==> config.mk <==
export PLATFORM = sky130hd
export DESIGN_NAME = lowwrite_counter
export DESIGN_NICKNAME = d
export VERILOG_FILES = /design/src/rtl/lwc_pkg.sv /design/src/rtl/lwc_gray_step.sv /design/src/rtl/lwc_hi_step.sv /design/src/rtl/lwc_decode.sv /design/src/rtl/lowwrite_counter.sv
export SDC_FILE = /design/constraint.sdc
export NUM_CORES = 1
export LEC_CHECK = 0
export ABC_AREA = 1
export BUFFER_PORTS_ARGS = -buffer_cell sky130_fd_sc_hd__buf_2
export CORE_MARGIN = 2
export CORE_UTILIZATION = 56
export CTS_CLUSTER_DIAMETER = 200
export DETAILED_ROUTE_END_ITERATION = 7
export HOLD_SLACK_MARGIN = 0.15
export PLACE_DENSITY = 0.79
export SLEW_MARGIN = 40
export SYNTH_ARGS = -nofsm -noshare
export SYNTH_HDL_FRONTEND = slang
export SYNTH_SLANG_ARGS = --single-unit
==> constraint.sdc <==
create_clock -name clk -period 5.3 [get_ports clk]
set_input_delay 1.59 -clock clk [delete_from_list [all_inputs] [get_ports clk]]
set_output_delay 1.59 -clock clk [all_outputs]
set_load 0.02 [all_outputs]
==> src/rtl/lwc_pkg.sv <==
package lwc_pkg;

  localparam int HI_W = 4;

  // position in the high sequence -> stored 4-bit pattern
  function automatic logic [HI_W-1:0] hi_code(input logic [HI_W-1:0] idx);
    case (idx)
      4'd0:  hi_code = 4'b0000;
      4'd1:  hi_code = 4'b0001;
      4'd2:  hi_code = 4'b0100;
      4'd3:  hi_code = 4'b0101;
      4'd4:  hi_code = 4'b1101;
      4'd5:  hi_code = 4'b1001;
      4'd6:  hi_code = 4'b1100;
      4'd7:  hi_code = 4'b1110;
      4'd8:  hi_code = 4'b0110;
      4'd9:  hi_code = 4'b0111;
      4'd10: hi_code = 4'b1111;
      4'd11: hi_code = 4'b1011;
      4'd12: hi_code = 4'b1000;
      4'd13: hi_code = 4'b1010;
      4'd14: hi_code = 4'b0010;
      default: hi_code = 4'b0011;
    endcase
  endfunction

  // stored 4-bit pattern -> position in the high sequence
  function automatic logic [HI_W-1:0] hi_index(input logic [HI_W-1:0] code);
    case (code)
      4'b0000: hi_index = 4'd0;
      4'b0001: hi_index = 4'd1;
      4'b0100: hi_index = 4'd2;
      4'b0101: hi_index = 4'd3;
      4'b1101: hi_index = 4'd4;
      4'b1001: hi_index = 4'd5;
      4'b1100: hi_index = 4'd6;
      4'b1110: hi_index = 4'd7;
      4'b0110: hi_index = 4'd8;
      4'b0111: hi_index = 4'd9;
      4'b1111: hi_index = 4'd10;
      4'b1011: hi_index = 4'd11;
      4'b1000: hi_index = 4'd12;
      4'b1010: hi_index = 4'd13;
      4'b0010: hi_index = 4'd14;
      default: hi_index = 4'd15;
    endcase
  endfunction

endpackage

==> src/rtl/lwc_gray_step.sv <==
module lwc_gray_step #(
  parameter int W = 4
) (
  input  logic [W-1:0] cur_i,
  output logic [W-1:0] nxt_o,
  output logic         wrap_o
);

  logic found;

  always_comb begin
    nxt_o  = cur_i;
    wrap_o = 1'b0;
    found  = 1'b0;
    if (!(^cur_i)) begin
      nxt_o[0] = ~cur_i[0];
    end else begin
      for (int i = 0; i < W - 1; i++) begin
        if (!found && cur_i[i]) begin
          nxt_o[i+1] = ~cur_i[i+1];
          found      = 1'b1;
        end
      end
      if (!found) begin
        nxt_o  = '0;
        wrap_o = 1'b1;
      end
    end
  end

endmodule

==> src/rtl/lwc_hi_step.sv <==
module lwc_hi_step
  import lwc_pkg::*;
(
  input  logic [HI_W-1:0] cur_i,
  input  logic            adv_i,
  output logic [HI_W-1:0] nxt_o
);

  logic [HI_W-1:0] pos;

  always_comb begin
    pos   = hi_index(cur_i);
    nxt_o = adv_i ? hi_code(pos + 4'd1) : cur_i;
  end

endmodule

==> src/rtl/lwc_decode.sv <==
module lwc_decode
  import lwc_pkg::*;
#(
  parameter int CNT_W = 8,
  localparam int LO_W = CNT_W - HI_W
) (
  input  logic [CNT_W-1:0] code_i,
  output logic [CNT_W-1:0] bin_o
);

  logic [LO_W-1:0] g, b;

  assign g = code_i[LO_W-1:0];

  always_comb begin
    b[LO_W-1] = g[LO_W-1];
    for (int i = LO_W - 2; i >= 0; i--) begin
      b[i] = b[i+1] ^ g[i];
    end
    bin_o = {hi_index(code_i[CNT_W-1 -: HI_W]), b};
  end

endmodule

==> src/rtl/lowwrite_counter.sv <==
module lowwrite_counter
  import lwc_pkg::*;
#(
  parameter int CNT_W = 8,
  localparam int LO_W = CNT_W - HI_W,
  localparam int DIST_W = $clog2(CNT_W + 1)
) (
  input  logic              clk,
  input  logic              rst,
  input  logic              inc,
  output logic [CNT_W-1:0]  code_o,
  output logic [CNT_W-1:0]  count_o,
  output logic [DIST_W-1:0] wr_bits_o
);

  logic [CNT_W-1:0] code_q, code_nxt, bin_nxt;
  logic [LO_W-1:0]  lo_adv;
  logic [HI_W-1:0]  hi_adv;
  logic             lo_wrap;

  lwc_gray_step #(.W(LO_W)) u_lo (
    .cur_i  (code_q[LO_W-1:0]),
    .nxt_o  (lo_adv),
    .wrap_o (lo_wrap)
  );

  lwc_hi_step u_hi (
    .cur_i (code_q[CNT_W-1 -: HI_W]),
    .adv_i (lo_wrap),
    .nxt_o (hi_adv)
  );

  assign code_nxt = inc ? {hi_adv, lo_adv} : code_q;

  lwc_decode #(.CNT_W(CNT_W)) u_dec (
    .code_i (code_nxt),
    .bin_o  (bin_nxt)
  );

  always_ff @(posedge clk) begin
    if (rst) begin
      code_q    <= '0;
      count_o   <= '0;
      wr_bits_o <= '0;
    end else begin
      code_q    <= code_nxt;
      count_o   <= bin_nxt;
      wr_bits_o <= DIST_W'($countones(code_q ^ code_nxt));
    end
  end

  assign code_o = code_q;

endmodule

## Word level (Yosys, flattened, before mapping)

Memories as Yosys holds them, arrays and structs flattened. A register that Yosys moved wholly into a read port is not among the register bits.
Cells that the tools add are included.

- Memories: 3
- Logic and storage cells: 44
- Input port bits: 3
- Output and inout bits: 20
- Latch bits: 0
- Memory bits (read-only): 192
- Bits in writable memories: 0
- Bits in registers: 20

Memories:

| name | words | bits a word | rd ports | clocked after Yosys merged registers in | wr ports | line | text |
|---|---|---|---|---|---|---|---|
| (name not given) | 16 | 4 | 1 | 1 | 0 | lwc_pkg.sv:29 | `case (code)` |
| (name not given) | 16 | 4 | 1 | 1 | 0 | lwc_pkg.sv:29 |  |
| (name not given) | 16 | 4 | 1 | 0 | 0 | lwc_pkg.sv:7 | `case (idx)` |

- Multiplexer cells: 17
- Reduce and logical (&&, ||, !) cells: 5
- Multiply operators: 0
- Bitwise gates (word level): 8
- Divide/modulo/power cells: 0
- $add $sub $neg: 8
- Shifts and indexed selects: 0
- Equal/unequal tests: 0
- Magnitude comparators: 0

Operators by type and width:

| kind | count |
|---|---|
| $mux W1 | 12 |
| $mux W4 | 3 |
| $add A1 B1 Y2 | 4 |
| $mux W8 | 1 |
| $xor A8 B8 Y8 | 1 |
| $add A2 B2 Y3 | 2 |
| $add A3 B3 Y4 | 1 |
| $add A4 B1 Y4 const B | 1 |
| $not A1 Y1 | 4 |
| $reduce_xor A4 Y1 | 1 |
| $mux W3 | 1 |
| $xor A1 B1 Y1 | 3 |
| $logic_and A1 B1 Y1 | 2 |
| $logic_not A1 Y1 | 2 |

## Depth between registers and ports, before layout

Gate-level depths: netlist of the first run.

- Depth after elaboration: 18
- Depth in mapped cells: 21
- Gate-level depth less buffers: 21

## Modules after synthesis

A second synthesis of the first run with hierarchy kept.

- Cells, all modules: 298
- Area, all modules: 1781.7 µm²

Modules (own cells, without submodules):

| module | area an instance (µm²) | cells each | times used | sequential area each (µm²) |
|---|---|---|---|---|
| lowwrite_counter | 1032.2 | 149 | 1 | 400.4 |
| lwc_hi_step | 425.4 | 81 | 1 | 0.0 |
| lwc_gray_step | 167.7 | 33 | 1 | 0.0 |
| lwc_decode | 156.4 | 35 | 1 | 0.0 |

## Least setup slack after synthesis of the first run

No wires, ideal clock.

- Kind: input -> register
- Start: in inc
- End: reg wr_bits_o[2]
- Cell stages on the path: 12
- Library setup time: 128 ps
- Arrival time: 4418 ps
- Required time: 5172 ps
- Buffers on the path: 0
- Setup slack: 755 ps
- Cell sequence: or2_2 -> nand2_1 -> xor2_1 -> fa_1 -> fa_1 -> fa_1 -> inv_1 -> ha_1 -> inv_1 -> fa_1 -> xor2_1 -> nor2_1

- Longest elaborated chain between the ends: 5
- Elaborated cells on any way between the ends: 9
- Classes of those cells: add/sub (7); mux (1); bitwise (1)

Ends and longest elaborated chain:

| what | line | text |
|---|---|---|
| start, declared | lowwrite_counter.sv:10 | `input logic inc,` |
| $mux W8 (*) | lowwrite_counter.sv:33 | `assign code_nxt = inc ? {hi_adv, lo_adv} : code_q;` |
| $xor A8 B8 Y8 (*) | lowwrite_counter.sv:48 | `wr_bits_o <= DIST_W'($countones(code_q ^ code_nxt));` |
| $add A1 B1 Y2 (implied by the code) | lowwrite_counter.sv:48 |  |
| $add A2 B2 Y3 (implied by the code) | lowwrite_counter.sv:48 |  |
| $add A3 B3 Y4 (implied by the code) (*) | lowwrite_counter.sv:48 |  |
| end signal, assigned | lowwrite_counter.sv:48 |  |
| end, declared | lowwrite_counter.sv:13 | `output logic [DIST_W-1:0] wr_bits_o` |

Every way passes the cells marked *; elsewhere a longest branch is shown, timed or not.
A chain may end at the register's enable or synchronous reset.

## Final worst setup path of the first run

- Start: reg code_q[0], in the netlist code_o[0]
- End: reg wr_bits_o[2]

- Longest elaborated chain between the ends: 18
- Elaborated cells on any way between the ends: 30
- Classes of those cells: add/sub (7); mux (16); bitwise (2); reduce/logical (5)

Ends and longest elaborated chain:

| what | line | text |
|---|---|---|
| start, declared | lowwrite_counter.sv:16 | `logic [CNT_W-1:0] code_q, code_nxt, bin_nxt;` |
| start signal, assigned | lowwrite_counter.sv:46 | `code_q <= code_nxt;` |
| $mux W1 | lwc_gray_step.sv:19 | `if (!found && cur_i[i]) begin` |
| $mux W1 | lwc_gray_step.sv:15 | `if (!(^cur_i)) begin` |
| $logic_not A1 Y1 | lwc_gray_step.sv:19 |  |
| $logic_and A1 B1 Y1 | lwc_gray_step.sv:19 |  |
| $mux W1 | lwc_gray_step.sv:19 |  |
| $mux W1 | lwc_gray_step.sv:15 |  |
| $logic_not A1 Y1 | lwc_gray_step.sv:19 |  |
| $logic_and A1 B1 Y1 | lwc_gray_step.sv:19 |  |
| [... 2 more ...] | - |  |
| $mux W1 | lwc_gray_step.sv:24 | `if (!found) begin` |
| $mux W1 | lwc_gray_step.sv:15 |  |
| $mux W4 | lwc_hi_step.sv:13 | `nxt_o = adv_i ? hi_code(pos + 4'd1) : cur_i;` |
| $mux W8 | lowwrite_counter.sv:33 |  |
| $xor A8 B8 Y8 (*) | lowwrite_counter.sv:48 |  |
| $add A1 B1 Y2 (implied by the code) | lowwrite_counter.sv:48 |  |
| $add A2 B2 Y3 (implied by the code) | lowwrite_counter.sv:48 |  |
| $add A3 B3 Y4 (implied by the code) (*) | lowwrite_counter.sv:48 |  |

Every way passes the cells marked *; elsewhere a longest branch is shown, timed or not. The select of a mux whose other input is x is not followed.

==> results of run 1 <==
-- path summary, 6_finish.rpt --
kind,startpoint,endpoint,slack (ps),depth (start not counted)
worst max-delay path,code_o[0],wr_bits_o[2],740,20
worst min-delay path,code_o[4],code_o[4],650,4
worst max register to register,code_o[0],wr_bits_o[2],740,20
worst min register to register,code_o[4],code_o[4],650,4
-- power breakdown --
| part | switching, µW | total [µW] | internal (µW) |
|---|---|---|---|
| registers | 27.8 | 247 | 219 |
| clock network | 50.9 | 80.3 | 29.4 |
| logic | 329 | 533 | 204 |
| total | 408 | 860 | 452 |
-- flip-flops by register name, indices dropped and copies added (netlist names) --
signal	flops
code_o	8
count_o	7
u_hi.pos	4
wr_bits_o	4
-- tightest hold or removal path, cell delays in order (launching register included) --
cell     delay (ps)
dfxtp_1         330
inv_1            90
a21oi_2          90
inv_2            80
nor2_2           40
-- cells in the mapped netlist --
library cell,number,area (µm²)
inv_4,1,6.260
xor2_1,6,52.55
or2_4,1,8.760
nor2_1,17,63.81
inv_2,3,11.26
o21a_2,1,8.760
nand3_1,20,100.1
fa_1,4,80.08
nor2_4,1,11.26
nand2_2,4,25.02
nand3b_1,1,7.510
clkbuf_1,1,3.750
or2_0,1,6.260
nand4_1,1,6.260
nor2_2,3,18.77
o21ai_0,15,75.07
nand2_4,1,11.26
o211ai_1,1,7.510
a21oi_2,1,8.760
buf_4,1,7.510
inv_1,27,101.4
o21ai_1,1,5.000
or2_2,2,12.51
ha_1,12,150.1
a21oi_1,3,15.01
dfxtp_1,23,460.4
buf_6,1,11.26
nand3_2,2,20.02
xnor2_1,2,17.52
or2_1,1,6.260
nand2_1,39,146.4
-- cell type report --
class / instances / area, µm²
clock buffer: 4 / 26.28
fill: 225 / 859.6
inverter: 31 / 118.9
multi-input combinational: 140 / 864.6
sequential: 23 / 460.4
tap: 30 / 37.54
timing repair buffer: 22 / 110.1
-- per-layer routing --
| metal | up-vias | global-route usage [%] |
|---|---|---|
| met5 | - | 0 |
| met4 | 0 | 8.537 |
| met3 | 7 | 4.570 |
| met2 | 45 | 42.46 |
| met1 | 578 | 25.93 |
| li1 | 666 | - |
-- through the flow --
stage / instances / setup WS (ps) / total power, µW
global route: 250 / 378.7 / 963.1
global placement: 246 / 498.6 / 759.0
floorplan: 197 / 754.8 / 662.8
detailed placement: 246 / 403.9 / 785.6
CTS: 250 / 715.2 / 868.0
finish: 250 / 740.0 / 860.0
-- cells by family (layout without fill, tap and decap cells) --
family,count (synthesis),after routing,share of synthesized area (%)
AO/OA/AOI/OAI,22,22,8.191
XOR/XNOR,8,8,4.778
adder cells (fa/ha/maj),16,16,15.70
AND/OR/NAND/NOR,94,94,30.29
flip-flops,23,23,31.40
buffers and inverters,34,57,9.642
==> flow_summary.toml, run 1 <==
[global_route]
grt_first_pass_wirelength_mm = 4.919
grt_pass1_vias = 1197
grt_remaining_overflow = 0
grt_max_degree = 15
antenna_found_initial = 0
gr-usage-all-layers_pct = 23.02

[detailed_routing]
antenna_left = 0
post_drt_via_cell_ratio = 5.184
drcViolationCount = 0
wl_met1_mm = 1.257
route.met2.wl_mm = 1.547
wire_per_inst_um = 12.11
drtIter0Drc = 37
firstDrtPassIters = 4
routed.top_layer = "met4"
wl_met3_um = 174
drt_wl_total_mm = 3.028
vias = 1296

[job]
drv_cap = 0

[timing]
fin_tns_setup_ps = 0
setup_viol = 0
worst_pin_slew_ps = 470.6
finalCritPeriodShare_pct = 86.04
whs_ps = 650.8
rsz0062_at_grt = "no"
timing.fmax_mhz = 219.3
relSlewSlack_pct = 68.29
finalClockSkew_ps = 3.914
layout_min_cycle_time_ps = 4560
hold_viol = 0
maxSlewViolCount = 0

[clock_network]
cts_buffers = 3
post_cts.repair.setup_buffers = 0
root_buffer = "clkbuf_4"
hold_buffers = 0
cts.repair.resized = 0
clk_pin_slew_ps = 120
cts_tree = "done"
clockBufferDepth = 2
clk_latency_ps = 310
cts.sinks = 23
ctsHtreeMaxLevel = 1

[critical_path]
path_buf_inv = 5
worst_path_largest_cell_delay_ps = 540
cp_slowest_cell = "fa_1"
required_ps = 5510
cp.arrival_ps = 4770
path_class = "reg2reg"
crit_family = "adder cells"
path_max_fanout = 5
crit_chain = "inv_1, ha_1, inv_1, nand2_1, nand3_1, nand2_1, inv_2, nor2_1, o21ai_0, o21ai_0, xor2_1, fa_1, fa_1, fa_1, inv_1, ha_1, inv_1, fa_1, xor2_1, nor2_1"
startpoint_type = "flip-flop"
cp-end-kind = "flip-flop"

[finish]
nNetsFinal = 240
layout_common_cells = "39 x nand2_1, 27 x inv_1, 23 x dfxtp_1"
fin_util_pct = 65.30
antennaDiodeCount = 0
layout_commonest_cell = "nand2_1"
final_area_um2 = 1618
syn_to_final_growth_pct = 10.32
drive_above_1_share_pct = 20.45

[synthesis]
synth.distinct_cells = 31
synth_nets = 216
avgSynthCellArea_um2 = 7.444
ys_seq_area_share_pct = 31.40
synth-seq-cells = 23
yosys_warnings = 0
syn_area_um2 = 1466
syn_inst = 197

[placed_design]
gp_congestion = 0.8769
placed_cell_area_um2 = 1592
portBuffers = 22
dp_hpwl_mm = 2.452

[die]
row_count = 18
die_area_um2 = 3044
die_w_um = 55.17
die_h_um = 55.17
core_um2 = 2477
start_util_pct = 59.19
ios = 23

[power]
p_leak_uw = 0.0008488
p_per_area_nw_per_um2 = 531.6
vdd_drop_max_mv = 0.5132

[outcome]
run_status = "finished clean"

[hold_path]
min_path_type = "reg2reg"
No activity file was read; power rests on OpenSTA's default activity.
==> run 2, diff against run 1 <==
ABC_AREA = unset   (was 1)
PLACE_DENSITY = 0.78   (was 0.79)
==> run 2 against run 1 <==
Worst setup slack gained 370 ps. Maximum frequency grew 9.0%. Cell count shrank 13%. Total power shrank 45%.
==> flow_summary.toml, run 2 <==
[timing]
fin_tns_setup_ps = 0
layout_min_cycle_time_ps = 4185
finalCritPeriodShare_pct = 78.97
timing.fmax_mhz = 238.9
relSlewSlack_pct = 58.23
setup_viol = 0
hold_viol = 0
rsz0062_at_grt = "no"
worst_pin_slew_ps = 625.7
finalClockSkew_ps = 0.9958
maxSlewViolCount = 0

[synthesis]
synth-seq-cells = 23
yosysMostFrequentCell = "dfxtp_1"
syn_inst = 170
synth.area.top_cells = "dfxtp_1 29%, ha_1 9.5%, fa_1 5.1%"
synth_nets = 189
ys_seq_area_share_pct = 29.28
synth.distinct_cells = 51
synth_commonest_cells = "23 x dfxtp_1, 15 x inv_1, 14 x nor2_1, 13 x nand2_1, 12 x ha_1"
yosysTopAreaCell = "dfxtp_1"
synth_top_area_share_pct = 29.28
syn_area_um2 = 1573
yosys_warnings = 0
avgSynthCellArea_um2 = 9.252
ys.flop_type = "dfxtp_1"
async_flop_share_pct = 0
synth_edf_count = 0

[placed_design]
dp_cells = 214
portBuffers = 22
dp_hpwl_mm = 2.372
gp_congestion = 0.8726

[finish]
fillers = 237
layout_commonest_cell = "dfxtp_1"
nNetsFinal = 207
largest_register_ffs = 8
antennaDiodeCount = 0
layout_common_cells = "23 x dfxtp_1, 22 x buf_2, 15 x inv_1"
drive_above_1_share_pct = 23.53
final_cells = 218
syn_to_final_growth_pct = 7.478

[die]
core_um2 = 2710
die_w_um = 57.00
die_h_um = 57.00
ios = 23
start_util_pct = 58.03
die_area_um2 = 3248
row_count = 19

[detailed_routing]
wl_met1_mm = 1.288
vias = 1212
wire_per_inst_um = 13.57
wl_met3_um = 138
drcViolationCount = 0
route.met2.wl_mm = 1.471
antenna_left = 0
routed.top_layer = "met4"
drt_wl_total_mm = 2.959
firstDrtPassIters = 4
post_drt_via_cell_ratio = 5.560
drtIter0Drc = 24

[hold_path]
min_path_cells = 2
min_path_type = "reg2reg"

[power]
pwr-share-clk_pct = 17.1
sw_frac_of_total_pct = 37.91
p_per_area_nw_per_um2 = 280.4
seqPwrFrac_pct = 42.1
finalPower_uw = 473.9
power_switching_uw = 179.7
p_int_uw = 294.2
p_comb_share_pct = 40.8
vdd_drop_max_mv = 0.2119
p_leak_uw = 0.0007781

[critical_path]
rrSetupSlack_ps = 1110
cp-end-kind = "flip-flop"
cp.arrival_ps = 4380
path_class = "reg2reg"
path_max_fanout = 7
required_ps = 5500
reg2reg_depth = 15
startpoint_type = "flip-flop"

[outcome]
run_status = "finished clean"

[clock_network]
hold_buffers = 0
cts_buffers = 3
root_buffer = "clkbuf_4"
clk_latency_ps = 300
cts.sinks = 23
cts_tree = "done"
ctsHtreeMaxLevel = 1
clk_pin_slew_ps = 130
cts.repair.resized = 0
post_cts.repair.setup_buffers = 0
clockBufferDepth = 2

[global_route]
grt_pass1_vias = 1171
grt_max_degree = 20
gr-usage-all-layers_pct = 19.47
grt_first_pass_wirelength_mm = 5.016
grt_remaining_overflow = 0
antenna_found_initial = 0

[job]
drv_cap = 0
## run 2: cell count changes after synthesis, moves of 7 or more
cell / before / now
mux2i_1: 0 / 7
nand2_1: 39 / 13
inv_1: 27 / 15
nand3_1: 20 / 3
o21ai_0: 15 / 3
## run 2: final timing paths
check,endpoint,startpoint
max,wr_bits_o[2],code_o[1]
min,code_o[1],code_o[1]
max reg2reg,wr_bits_o[2],code_o[1]
min reg2reg,code_o[1],code_o[1]
## run 2: routing by layer
metal	track usage, %	up-vias
met5	0	-
met4	7.641	0
met3	3.401	6
met2	32.51	35
met1	25.14	564
li1	-	607
## run 2: cell families (layout without fill, tap and decap cells)
family | after synthesis | in the layout | synth area share, %
adders and majority gates | 16 | 16 | 14.64
muxes | 11 | 11 | 8.194
and+or+nand+nor | 53 | 53 | 18.78
DFF | 23 | 23 | 29.28
xor gates and xnor gates | 14 | 14 | 8.990
AOI/OAI and AO/OA | 28 | 28 | 12.57
buffers and inverters | 25 | 42 | 7.557
## run 2: power by group through the flow
stage / sequential [µW] / clock [µW] / combinational [µW]
floorplan: 219 / 0 / 143
global placement: 203 / 0 / 185
detailed placement: 203 / 0 / 193
CTS: 200 / 85.5 / 194
global route: 202 / 90.1 / 215
finish: 200 / 81.1 / 193
## run 2: per-stage QoR
stage | worst slack, ps | instance area (µm²) | hold WS [ps] | utilization, %
2_1_floorplan | 896.6 | 1573 | 680.0 | -
3_5_place_dp | 792.6 | 1663 | 635.9 | 61.36
4_1_cts | 1137 | 1690 | 654.0 | 62.37
3_3_place_gp | 912.6 | 1663 | 637.7 | 61.36
5_1_grt | 839.6 | 1690 | 726.9 | 62.37
6_report | 1115 | 1690 | 651.3 | 62.37
## run 2: critical path, cell delays in order, from the launching register on
cell and delay, ps:
dfxtp_1 440, inv_1 90, ha_1 420, xnor2_4 340, nand2_1 180, o21ai_0 140
nand3_1 120, fa_1 480, fa_1 520, fa_1 470, inv_1 70, ha_1 170
inv_1 60, fa_1 380, xor2_1 150, nor2_1 50
## run 2: area by class of cell
type	count	area (µm²)	share of cell area, %
Clock buffer	3	22.52	1.332
Clock inverter	1	5.005	0.2961
Inverter	16	60.06	3.553
Multi-Input combinational cell	122	993.5	58.77
Sequential cell	23	460.4	27.24
Tap cell	31	38.79	2.295
Timing Repair Buffer	22	110.1	6.514
==> run 3, diff against run 2 <==
clock period = 4.25 ns   (was 5.3 ns; I/O delays follow)
==> run 3 against run 2 <==
Worst setup slack worse by 830 ps. Maximum frequency grew 5.6%. Design area grew 2.8%. Clock-buffer cell count unchanged. Critical path type unchanged. Largest power group is now combinational cells.
==> flow_summary.toml, run 3 (synthesized netlist as in run 2, its figures left out) <==
[finish]
fillers = 229
nNetsFinal = 213
antennaDiodeCount = 0
largest_register_ffs = 8
layout_common_cells = "23 x dfxtp_1, 22 x buf_2, 15 x inv_1"
layout_commonest_cell = "dfxtp_1"
drive_above_1_share_pct = 26.42
syn_to_final_growth_pct = 10.50

[critical_path]
path_class = "reg2reg"
cp-end-kind = "flip-flop"
path_buf_inv = 3
rrSetupSlack_ps = 290
required_ps = 4450
startpoint_type = "flip-flop"
path_max_fanout = 7
cp.arrival_ps = 4170
worst_path_largest_cell_delay_ps = 530
crit_chain = "inv_1, ha_2, xnor2_4, nand2_1, o21ai_0, nand3_1, fa_1, fa_1, fa_1, inv_1, ha_1, inv_1, fa_1, xor2_1, nor2_1"
critPathMostFrequentCell = "fa_1"
crit_family = "adder cells"
cp_slowest_cell = "fa_1"

[timing]
finalClockSkew_ps = 6.774
maxSlewViolCount = 0
setup_viol = 0
layout_min_cycle_time_ps = 3964
rsz0062_at_grt = "no"
finalCritPeriodShare_pct = 93.26
hold_viol = 0
fin_tns_setup_ps = 0
relSlewSlack_pct = 62.23
whs_ps = 659.7
worst_pin_slew_ps = 555.6
timing.fmax_mhz = 252.3

[die]
die_area_um2 = 3248
ios = 23
row_count = 19
die_w_um = 57.00
start_util_pct = 58.03
core_um2 = 2710
die_h_um = 57.00

[placed_design]
portBuffers = 22
dp_hpwl_mm = 2.343
gp_congestion = 0.9167

[clock_network]
clockBufferDepth = 2
cts.sinks = 23
clk_pin_slew_ps = 140
cts_tree = "done"
ctsHtreeMaxLevel = 1
cts_buffers = 3
root_buffer = "clkbuf_4"
hold_buffers = 0
clk_latency_ps = 310

[global_route]
grt_remaining_overflow = 0
grt_max_degree = 20
grt_first_pass_wirelength_mm = 5.112
gr-usage-all-layers_pct = 19.72
grt_pass1_vias = 1185
antenna_found_initial = 0

[detailed_routing]
antenna_left = 0
route.met2.wl_mm = 1.427
routed.top_layer = "met4"
firstDrtPassIters = 4
drcViolationCount = 0
wl_met1_mm = 1.362
drt_wl_total_mm = 2.920
drtIter0Drc = 33
wire_per_inst_um = 13.04
wl_met3_um = 93
vias = 1211
post_drt_via_cell_ratio = 5.406

[power]
p_leak_uw = 0.0008072
finalPower_uw = 607.2
vdd_drop_max_mv = 0.2565
p_per_area_nw_per_um2 = 349.4

[job]
drv_cap = 0

[hold_path]
min_path_type = "reg2reg"

[outcome]
run_status = "finished clean"
## run 3: final timing paths
kind              from      endpoint  cells after the start
min reg2reg  code_o[5]     code_o[5]                      2
min          code_o[5]     code_o[5]                      2
max reg2reg  code_o[0]  wr_bits_o[2]                     15
max          code_o[0]  wr_bits_o[2]                     15
## run 3: report_power, final
part           internal, µW  switching, µW  leakage [µW]  total, µW
clock network          35.1           68.0     0.0000177        103
registers               235           11.3      0.000187        247
logic                   110            148      0.000603        257
total                   380            227      0.000807        607
## run 3: cell type report
type / instances / area [µm²] / share of cell area [%]
Multi-Input combinational cell: 122 / 996.0 / 57.31
Sequential cell: 23 / 460.4 / 26.49
Timing Repair Buffer: 28 / 155.1 / 8.927
Inverter: 16 / 60.06 / 3.456
Tap cell: 31 / 38.79 / 2.232
Clock buffer: 3 / 22.52 / 1.296
Clock inverter: 1 / 5.005 / 0.2880
## run 3: worst reg2reg max path, cell delays in order, from the launching register on
cell and delay [ps]:
dfxtp_1 390, inv_1 90, ha_2 370, xnor2_4 260
nand2_1 160, o21ai_0 100, nand3_1 110, fa_1 470
fa_1 530, fa_1 480, inv_1 70, ha_1 150
inv_1 50, fa_1 400, xor2_1 170, nor2_1 60
## run 3: metrics by stage
step | setup WS [ps] | std cells | instance area [µm²] | utilization, %
after floorplan | 161.6 | 170 | 1573 | -
after global placement | 312.0 | 219 | 1700 | 62.74
after detailed placement | 168.0 | 219 | 1700 | 62.74
after CTS | 140.6 | 223 | 1728 | 63.76
after global routing | 24.20 | 224 | 1738 | 64.13
final | 286.5 | 224 | 1738 | 64.13
## run 3: repair_timing
item | 4_1_cts | 5_1_grt
setup endpoints to repair | 0 | 2
setup buffers | 0 | 1
gates resized for setup | 0 | 1
## run 3: metal layers
metal	global-route usage, %	vias to the layer above
met4	5.980	0
met5	0	-
met1	25.76	557
met2	33.50	24
li1	-	626
met3	3.401	4
